**config.mk**
```make
export PLATFORM = sky130hd
export DESIGN_NAME = token_ring
export DESIGN_NICKNAME = d
export VERILOG_FILES = /design/src/rtl/tring_pkg.sv /design/src/rtl/tring_xform.sv /design/src/rtl/tring_exit.sv /design/src/rtl/tring_merge.sv /design/src/rtl/token_ring.sv
export SDC_FILE = /design/constraint.sdc
export NUM_CORES = 1
export LEC_CHECK = 0
export BUFFER_PORTS_ARGS = -buffer_cell sky130_fd_sc_hd__buf_2
export CAP_MARGIN = 5
export CORE_MARGIN = 2
export CORE_UTILIZATION = 45
export DETAILED_ROUTE_END_ITERATION = 12
export PLACE_DENSITY = 0.77
export SLEW_MARGIN = 20
export SYNTH_ARGS = -nofsm -noshare
export SYNTH_HDL_FRONTEND = slang
export SYNTH_SLANG_ARGS = --single-unit
```
**constraint.sdc**
```tcl
create_clock -name clk -period 16.2 [get_ports clk]
set_input_delay 3.24 -clock clk [delete_from_list [all_inputs] [get_ports clk]]
set_output_delay 3.24 -clock clk [all_outputs]
set_load 0.1 [all_outputs]
```
**src/rtl/tring_pkg.sv**
```systemverilog
package tring_pkg;

    typedef enum logic {
        SLOT_EMPTY = 1'b0,
        SLOT_FULL  = 1'b1
    } slot_e;

    typedef enum logic [1:0] {
        GRANT_IDLE   = 2'd0,
        GRANT_REMOTE = 2'd1,
        GRANT_LOOP   = 2'd2
    } grant_e;

    typedef enum logic [1:0] {
        ROUTE_NONE = 2'd0,
        ROUTE_HOLD = 2'd1,
        ROUTE_LOOP = 2'd2,
        ROUTE_EXIT = 2'd3
    } route_e;

endpackage

```
**src/rtl/tring_xform.sv**
```systemverilog
// Stand-in for the execution logic between two slots: bumps the counter
// field, and on one chosen hop also advances the next-address field.
module tring_xform #(
    parameter int              W          = 256,
    parameter int              STAGE      = 0,
    parameter int              CNT_W      = 16,
    parameter int              ADDR_LSB   = 32,
    parameter int              ADDR_W     = 32,
    parameter int              ADDR_STAGE = 2,
    parameter logic [ADDR_W-1:0] ADDR_STEP = 32'h4000_0000
) (
    input  logic [W-1:0] din,
    output logic [W-1:0] dout
);
    localparam logic [CNT_W-1:0] CNT_ONE = 1;

    logic [ADDR_W-1:0] addr_n;

    generate
        if (STAGE == ADDR_STAGE) begin : g_addr_step
            assign addr_n = din[ADDR_LSB +: ADDR_W] + ADDR_STEP;
        end else begin : g_addr_pass
            assign addr_n = din[ADDR_LSB +: ADDR_W];
        end
    endgenerate

    always_comb begin
        dout                     = din;
        dout[CNT_W-1:0]          = din[CNT_W-1:0] + CNT_ONE;
        dout[ADDR_LSB +: ADDR_W] = addr_n;
    end
endmodule

```
**src/rtl/tring_exit.sv**
```systemverilog
// Route decision for the word in the last slot.
module tring_exit
    import tring_pkg::*;
#(
    parameter int               PID_W    = 2,
    parameter logic [PID_W-1:0] LOCAL_ID = '0
) (
    input  logic             last_full,
    input  logic [PID_W-1:0] pid,
    input  logic             tx_ready,
    input  logic             entry_free,
    input  logic             rx_valid,
    output logic             is_remote,
    output route_e           route
);
    always_comb begin
        is_remote = (pid != LOCAL_ID);
        route     = ROUTE_NONE;
        unique case ({last_full, is_remote})
            2'b10:   route = (entry_free && !rx_valid) ? ROUTE_LOOP : ROUTE_HOLD;
            2'b11:   route = tx_ready ? ROUTE_EXIT : ROUTE_HOLD;
            default: route = ROUTE_NONE;
        endcase
    end
endmodule

```
**src/rtl/tring_merge.sv**
```systemverilog
// Fixed-priority merge into the first slot: remote first, loop-back second.
module tring_merge
    import tring_pkg::*;
(
    input  logic   entry_free,
    input  logic   rx_valid,
    input  logic   loop_req,
    output grant_e grant
);
    always_comb begin
        grant = GRANT_IDLE;
        if (entry_free) begin
            unique case ({rx_valid, loop_req})
                2'b10, 2'b11: grant = GRANT_REMOTE;
                2'b01:        grant = GRANT_LOOP;
                default:      grant = GRANT_IDLE;
            endcase
        end
    end
endmodule

```
**src/rtl/token_ring.sv**
```systemverilog
module token_ring
    import tring_pkg::*;
#(
    parameter int                W          = 256,
    parameter int                NSTAGE     = 4,
    parameter int                CNT_W      = 16,
    parameter int                ADDR_LSB   = 32,
    parameter int                ADDR_W     = 32,
    parameter int                PID_W      = 2,
    parameter logic [PID_W-1:0]  LOCAL_ID   = '0,
    parameter int                ADDR_STAGE = 2,
    parameter logic [ADDR_W-1:0] ADDR_STEP  = 32'h4000_0000
) (
    input  logic         clk,
    input  logic         rst_n,
    input  logic         rx_valid,
    input  logic [W-1:0] rx_state,
    output logic         rx_ready,
    output logic         tx_valid,
    output logic [W-1:0] tx_state,
    input  logic         tx_ready
);
    localparam int LAST    = NSTAGE - 1;
    localparam int PID_LSB = ADDR_LSB + ADDR_W - PID_W;

    slot_e              slot_q [NSTAGE];
    logic [W-1:0]       word_q [NSTAGE];
    logic [W-1:0]       xf     [LAST];
    logic [LAST-1:0]    adv;
    logic [NSTAGE-1:0]  occ;
    logic [PID_W-1:0]   tail_pid;
    logic               entry_free;
    logic               is_remote;
    logic               loop_req;
    grant_e             grant;
    route_e             route;

    genvar s;
    generate
        for (s = 0; s < NSTAGE; s++) begin : g_occ
            assign occ[s] = (slot_q[s] == SLOT_FULL);
        end
        for (s = 0; s < LAST; s++) begin : g_hop
            tring_xform #(
                .W(W), .STAGE(s), .CNT_W(CNT_W), .ADDR_LSB(ADDR_LSB),
                .ADDR_W(ADDR_W), .ADDR_STAGE(ADDR_STAGE), .ADDR_STEP(ADDR_STEP)
            ) u_xf (
                .din  (word_q[s]),
                .dout (xf[s])
            );
            assign adv[s] = occ[s] && !occ[s+1];
        end
    endgenerate

    assign entry_free = !occ[0];
    assign tail_pid   = word_q[LAST][PID_LSB +: PID_W];
    assign loop_req   = occ[LAST] && !is_remote;

    tring_exit #(.PID_W(PID_W), .LOCAL_ID(LOCAL_ID)) u_exit (
        .last_full  (occ[LAST]),
        .pid        (tail_pid),
        .tx_ready   (tx_ready),
        .entry_free (entry_free),
        .rx_valid   (rx_valid),
        .is_remote  (is_remote),
        .route      (route)
    );

    tring_merge u_merge (
        .entry_free (entry_free),
        .rx_valid   (rx_valid),
        .loop_req   (loop_req),
        .grant      (grant)
    );

    // State register: slot occupancy
    always_ff @(posedge clk or negedge rst_n) begin
        if (!rst_n) begin
            for (int i = 0; i < NSTAGE; i++) slot_q[i] <= SLOT_EMPTY;
        end else begin
            if (grant != GRANT_IDLE)  slot_q[0] <= SLOT_FULL;
            else if (adv[0])          slot_q[0] <= SLOT_EMPTY;
            for (int i = 1; i < LAST; i++) begin
                if (adv[i-1])         slot_q[i] <= SLOT_FULL;
                else if (adv[i])      slot_q[i] <= SLOT_EMPTY;
            end
            if (adv[LAST-1])          slot_q[LAST] <= SLOT_FULL;
            else if (route == ROUTE_LOOP || route == ROUTE_EXIT)
                                      slot_q[LAST] <= SLOT_EMPTY;
        end
    end

    // Payload registers: no reset needed, qualified by occupancy
    always_ff @(posedge clk) begin
        unique case (grant)
            GRANT_REMOTE: word_q[0] <= rx_state;
            GRANT_LOOP:   word_q[0] <= word_q[LAST];
            default:      ;
        endcase
        for (int i = 1; i < NSTAGE; i++) begin
            if (adv[i-1]) word_q[i] <= xf[i-1];
        end
    end

    // Outputs
    always_comb begin
        rx_ready = entry_free;
        tx_valid = occ[LAST] && is_remote;
        tx_state = word_q[LAST];
    end
endmodule

```
# --- After elaboration in Yosys (flattened, before gate mapping) ---
# Memories as Yosys holds them, arrays and structs flattened.
# Index checks and enable logic that the tools add are counted.
word_totals:
  wordCells: 71
  n_memories: 1
  register_bits: 4
  ram_bits: 1024
  out_inout_bits: 258
  in_bits: 260
memory_table:
  columns: ["name", "depth", "width", "read_ports", "rd_clocked_by_memory_dff", "wr", "line_no", "rtl"]
  rows:
  - ["word_q", 4, 256, 4, 0, 2, "token_ring.sv:27", "logic [W-1:0] word_q [NSTAGE];"]
classes:
  eq_ne: 9
  muxes: 30
  addsub: 4
  n_bitwise: 1
  n_reduce_logical: 22
ops:
  columns: ["operator", "n"]
  rows:
  - ["$mux W256", 3]
  - ["$reduce_or A256 Y1", 2]
  - ["$add A16 B1 Y16 const B", 3]
  - ["$add A32 B31 Y32 const B", 1]
  - ["$mux W1", 20]
  - ["$eq A2 B2 Y1 const B", 7]
  - ["$reduce_bool A2 Y1", 6]
  - ["$mux W2", 5]
  - ["$pmux W2 S2", 2]
  - ["$logic_and A1 B1 Y1", 6]
  - ["$logic_not A1 Y1", 6]
  - ["$eq A2 B1 Y1 const B", 2]
  - ["$reduce_or A2 Y1", 1]
  - ["$logic_or A1 B1 Y1", 1]
  - ["$or A1 B1 Y1", 1]

# --- Depth between registers and ports, before layout ---
depth:
  word_depth: 12
  mapped_depth: 7
  mapped_depth_nobuf: 5

# --- Hierarchy ---
# From an unflattened synthesis, not the netlist that was laid out.
hier_totals:
  hier_cells: 2183
  area_unflattened_um2: 40475.1
by_module_without_submodules:
  columns: ["module", "area_per_inst_um2", "cells_per_inst", "instances", "seq_area_each_um2"]
  rows:
  - ["token_ring", 34136.5, 1328, 1, 30849.6]
  - ["tring_xform (g_hop[0].u_xf ...)", 2099.5, 283, 2, 0.0]
  - ["tring_xform (g_hop[2].u_xf)", 2072.0, 282, 1, 0.0]
  - ["tring_exit", 51.3, 5, 1, 0.0]
  - ["tring_merge", 16.3, 2, 1, 0.0]

# --- Worst setup path after synthesis ---
# No wires, ideal clock.
synth_timing:
  kind: "register to register"
  start: "reg slot_q (netlist bit occ[2])"
  end: "mem word_q[2][0], enable pin"
  setup_time_ns: 0.910
  synth_period_minus_slack_ns: 12.623
  arrival_time_ns: 11.713
  path_stages_with_launch: 2
  setup_slack_ns: 3.577
  n_path_buf: 0
  required_time_ns: 15.290
  cell_sequence: "dfrtp_1 -> nor2b_1"
synth_lines:
  columns: ["item", "line_no", "rtl"]
  rows:
  - ["from (decl)", "token_ring.sv:26", "slot_e slot_q [NSTAGE];"]
  - ["to (decl)", "token_ring.sv:27", null]

==> out/summary.txt <==
initial core utilization - 0.4568
Die Ht - 282.1 um
CTS tree - done
Fin. Hold Viols - 0
Wirelength per Cell - 21.33 um
sum of buffers and inverters on the critical path - 4
layout net count - 2326
Slew headroom - 0.3004
Final Setup Violations - 0
most common cell after layout, fill and taps aside - edfxtp_1
Clk pwr share - 0.249
CTS Sinks - 1028
fin area - 0.04197 mm^2
Die X - 282.1 um
pwr dens - 216.6 mW/mm^2
sequential share of power - 0.495
pin count of the biggest net entering global routing - 72
Final TNS setup - 0 ps
drt via density - 4.980
CTS Buf Count - 100
first-pass GRT wire length - 97750 um
hpwl dp - 40960 um
register bit total from synthesis - 1028
worst vdd rail ir drop - 0.1779 mV
port bufs - 517
f_max - 156.2 MHz
Setup crit start kind - input port
Critical Path RT - 16560 ps
CP arrival - 6760 ps
postcts setup bufs - 0
Internal Power - 5.726 mW
worst-margin pin slew - 1049 ps
via count of the routed design - 15850
largest cells by area after synthesis - edfxtp_1 88%, mux2_2 8.3%, xnor2_1 0.60%, xor2_1 0.48%, buf_2 0.37%
worst slack, placed - 9149 ps
Total GRT Usage - 0.1635
Yosys top cell by area - edfxtp_1
Post-CTS Resized - 0
DRC errors left - 0
CP delay by family, top - buffers and inverters
number of max-cap violations - 0
GPL Wtd Cong - 0.8424
final core occ - 0.5508
syn_area_per_cell - 23.94 um^2
CP Class - input port to flip-flop
die area - 0.07959 mm^2
crit-path cells - buf_2 -> nor2_1 -> nand3_1 -> inv_1 -> ha_4 -> buf_4 -> buf_4 -> mux2_2
most frequent cells in the layout - 1024 x edfxtp_1, 517 x buf_2, 256 x mux2_2, 100 x clkbuf_16
register area share after synthesis - 0.8863
NetSw - 3.367 mW
Cell variety after synth - 26
Slowest cell on crit path - buf_4
Sequential Area - 0.03085 mm^2
hold buffer count at cts - 0
CP max FO - 71
power consumption - 9.093 mW
Lkg Pwr - 14.65 nW
Worst Setup End Kind - flip-flop
Worst-path clk slew - 60 ps
number of nets still failing antenna checks after routing - 0
Comb power frac - 0.256
routing usage on met1 - 0.2186
IO Count - 518
worst hold slack - 382.0 ps
Top cell by count, worst path - buf_4
period utilization - 0.3951
Ys Warns - 0
Hold WC Path Type - flip-flop to flip-flop
switching share of power - 0.3703
core area - 0.07620 mm^2
setup ws final - 9799 ps
layout filler cell count - 5603
FP Rows - 101
DR iter-0 viols - 1379
clk root buf - clkbuf_16
RSZ-0062 raised after global routing - no
GRT overflow - 0
Setup Skew - 38.16 ps
non-filler cells, final - 3182
status - finished, final reports clean
Slew Limit Fails - 0
Mapped Cells - 1454
mapped cell area - 0.03481 mm^2
Worst path max stage delay - 830 ps
H-tree depth - 3
Area after DPL - 0.03872 mm^2
1st-pass router iterations - 5
clk buf depth - 3
grt met2 use - 0.2660
initial antenna violation count - 14
total routed wirelength - 67870 um
GR peak layer - met2
vias in the first global route - 16420
post-synth top area share - 0.8834
Final Critical Period - 6401 ps
met3 Use GR - 0.03246
worst skew pair latency - 650 ps
area of the multi-input gates - 0.003831 mm^2
share of layout cells above drive strength 1 - 0.4412
net count after synthesis - 1719
Post-Place Cells - 2989
Layout area overhead - 20.59%
-- cells in the mapped netlist (all sizes together) --
| cell | n |
|---|---|
| a21o | 2 |
| a31o | 1 |
| and3 | 4 |
| and4 | 4 |
| buf | 27 |
| clkbuf | 3 |
| dfrtp | 4 |
| edfxtp | 1024 |
| ha | 5 |
| inv | 8 |
| mux2 | 256 |
| nand2 | 16 |
| nand3 | 21 |
| nand4 | 10 |
| nor2 | 13 |
| nor2b | 4 |
| nor3 | 6 |
| nor4 | 1 |
| o21ai | 1 |
| or3 | 1 |
| xnor2 | 24 |
| xor2 | 19 |
-- sequential cells by signal (all words and copies together) (netlist names) --
signal  count
word_q   1024
occ         4
-- worst reg2reg max path: stages (launching register included) --
cell and delay (ps):
edfxtp_1 500, nor2_1 250, nand3_1 190, inv_1 140, ha_4 770, buf_4 790
buf_4 880, mux2_2 490
-- cell families (layout without fill, tap and decap cells) --
| kind of cell | after synthesis | count (layout) | share of synthesized area |
|---|---|---|---|
| DFF | 1028 | 1028 | 0.8863 |
| AOI/OAI and AO/OA | 4 | 4 | 0.0008265 |
| xor gates and xnor gates | 43 | 43 | 0.01082 |
| buffers and inverters | 38 | 726 | 0.005032 |
| adders and majority gates | 5 | 5 | 0.001797 |
| other | 0 | 10 | 0 |
| and+or+nand+nor | 80 | 80 | 0.01244 |
| muxes | 256 | 256 | 0.08282 |
-- power by group through the flow --
stage / clock, mW / sequential [mW] / combinational (mW)
floorplan: 0 / 6.14 / 0.473
global placement: 0 / 4.50 / 2.32
detailed placement: 0 / 4.54 / 2.35
CTS: 2.32 / 4.51 / 2.36
global route: 2.42 / 4.58 / 2.41
finish: 2.27 / 4.50 / 2.33
-- routing by layer --
layer,part of all wire,up-vias
li1,-,7023
met1,0.41,8055
met2,0.49,633
met3,0.066,126
met4,0.028,8
met5,0.00084,-
-- worst paths after layout --
check | start | endpoint | slack (ps) | cells past startpoint
setup / recovery | rx_valid | word_q[0][36] | 9800 | 8
setup reg to reg | word_q[3][62] | word_q[0][36] | 11900 | 7
hold reg to reg | word_q[1][216] | word_q[2][216] | 380 | 0
max in group asynchronous | rst_n | occ[1] | 13680 | 1
hold / removal | word_q[1][216] | word_q[2][216] | 380 | 0
min in group asynchronous | rst_n | occ[2] | 2390 | 1
-- final cells by class --
| class | count | share of cell area |
|---|---|---|
| repair buffers | 535 | 0.06486 |
| clock inverters | 59 | 0.01511 |
| inverters | 8 | 0.0007154 |
| multi-input cells | 388 | 0.09127 |
| clock buffers | 124 | 0.06176 |
| diodes | 10 | 0.0005962 |
| flip-flops and latches | 1028 | 0.7350 |
| well taps | 1030 | 0.03070 |
Note: power is estimated with default switching activity, not from simulation.
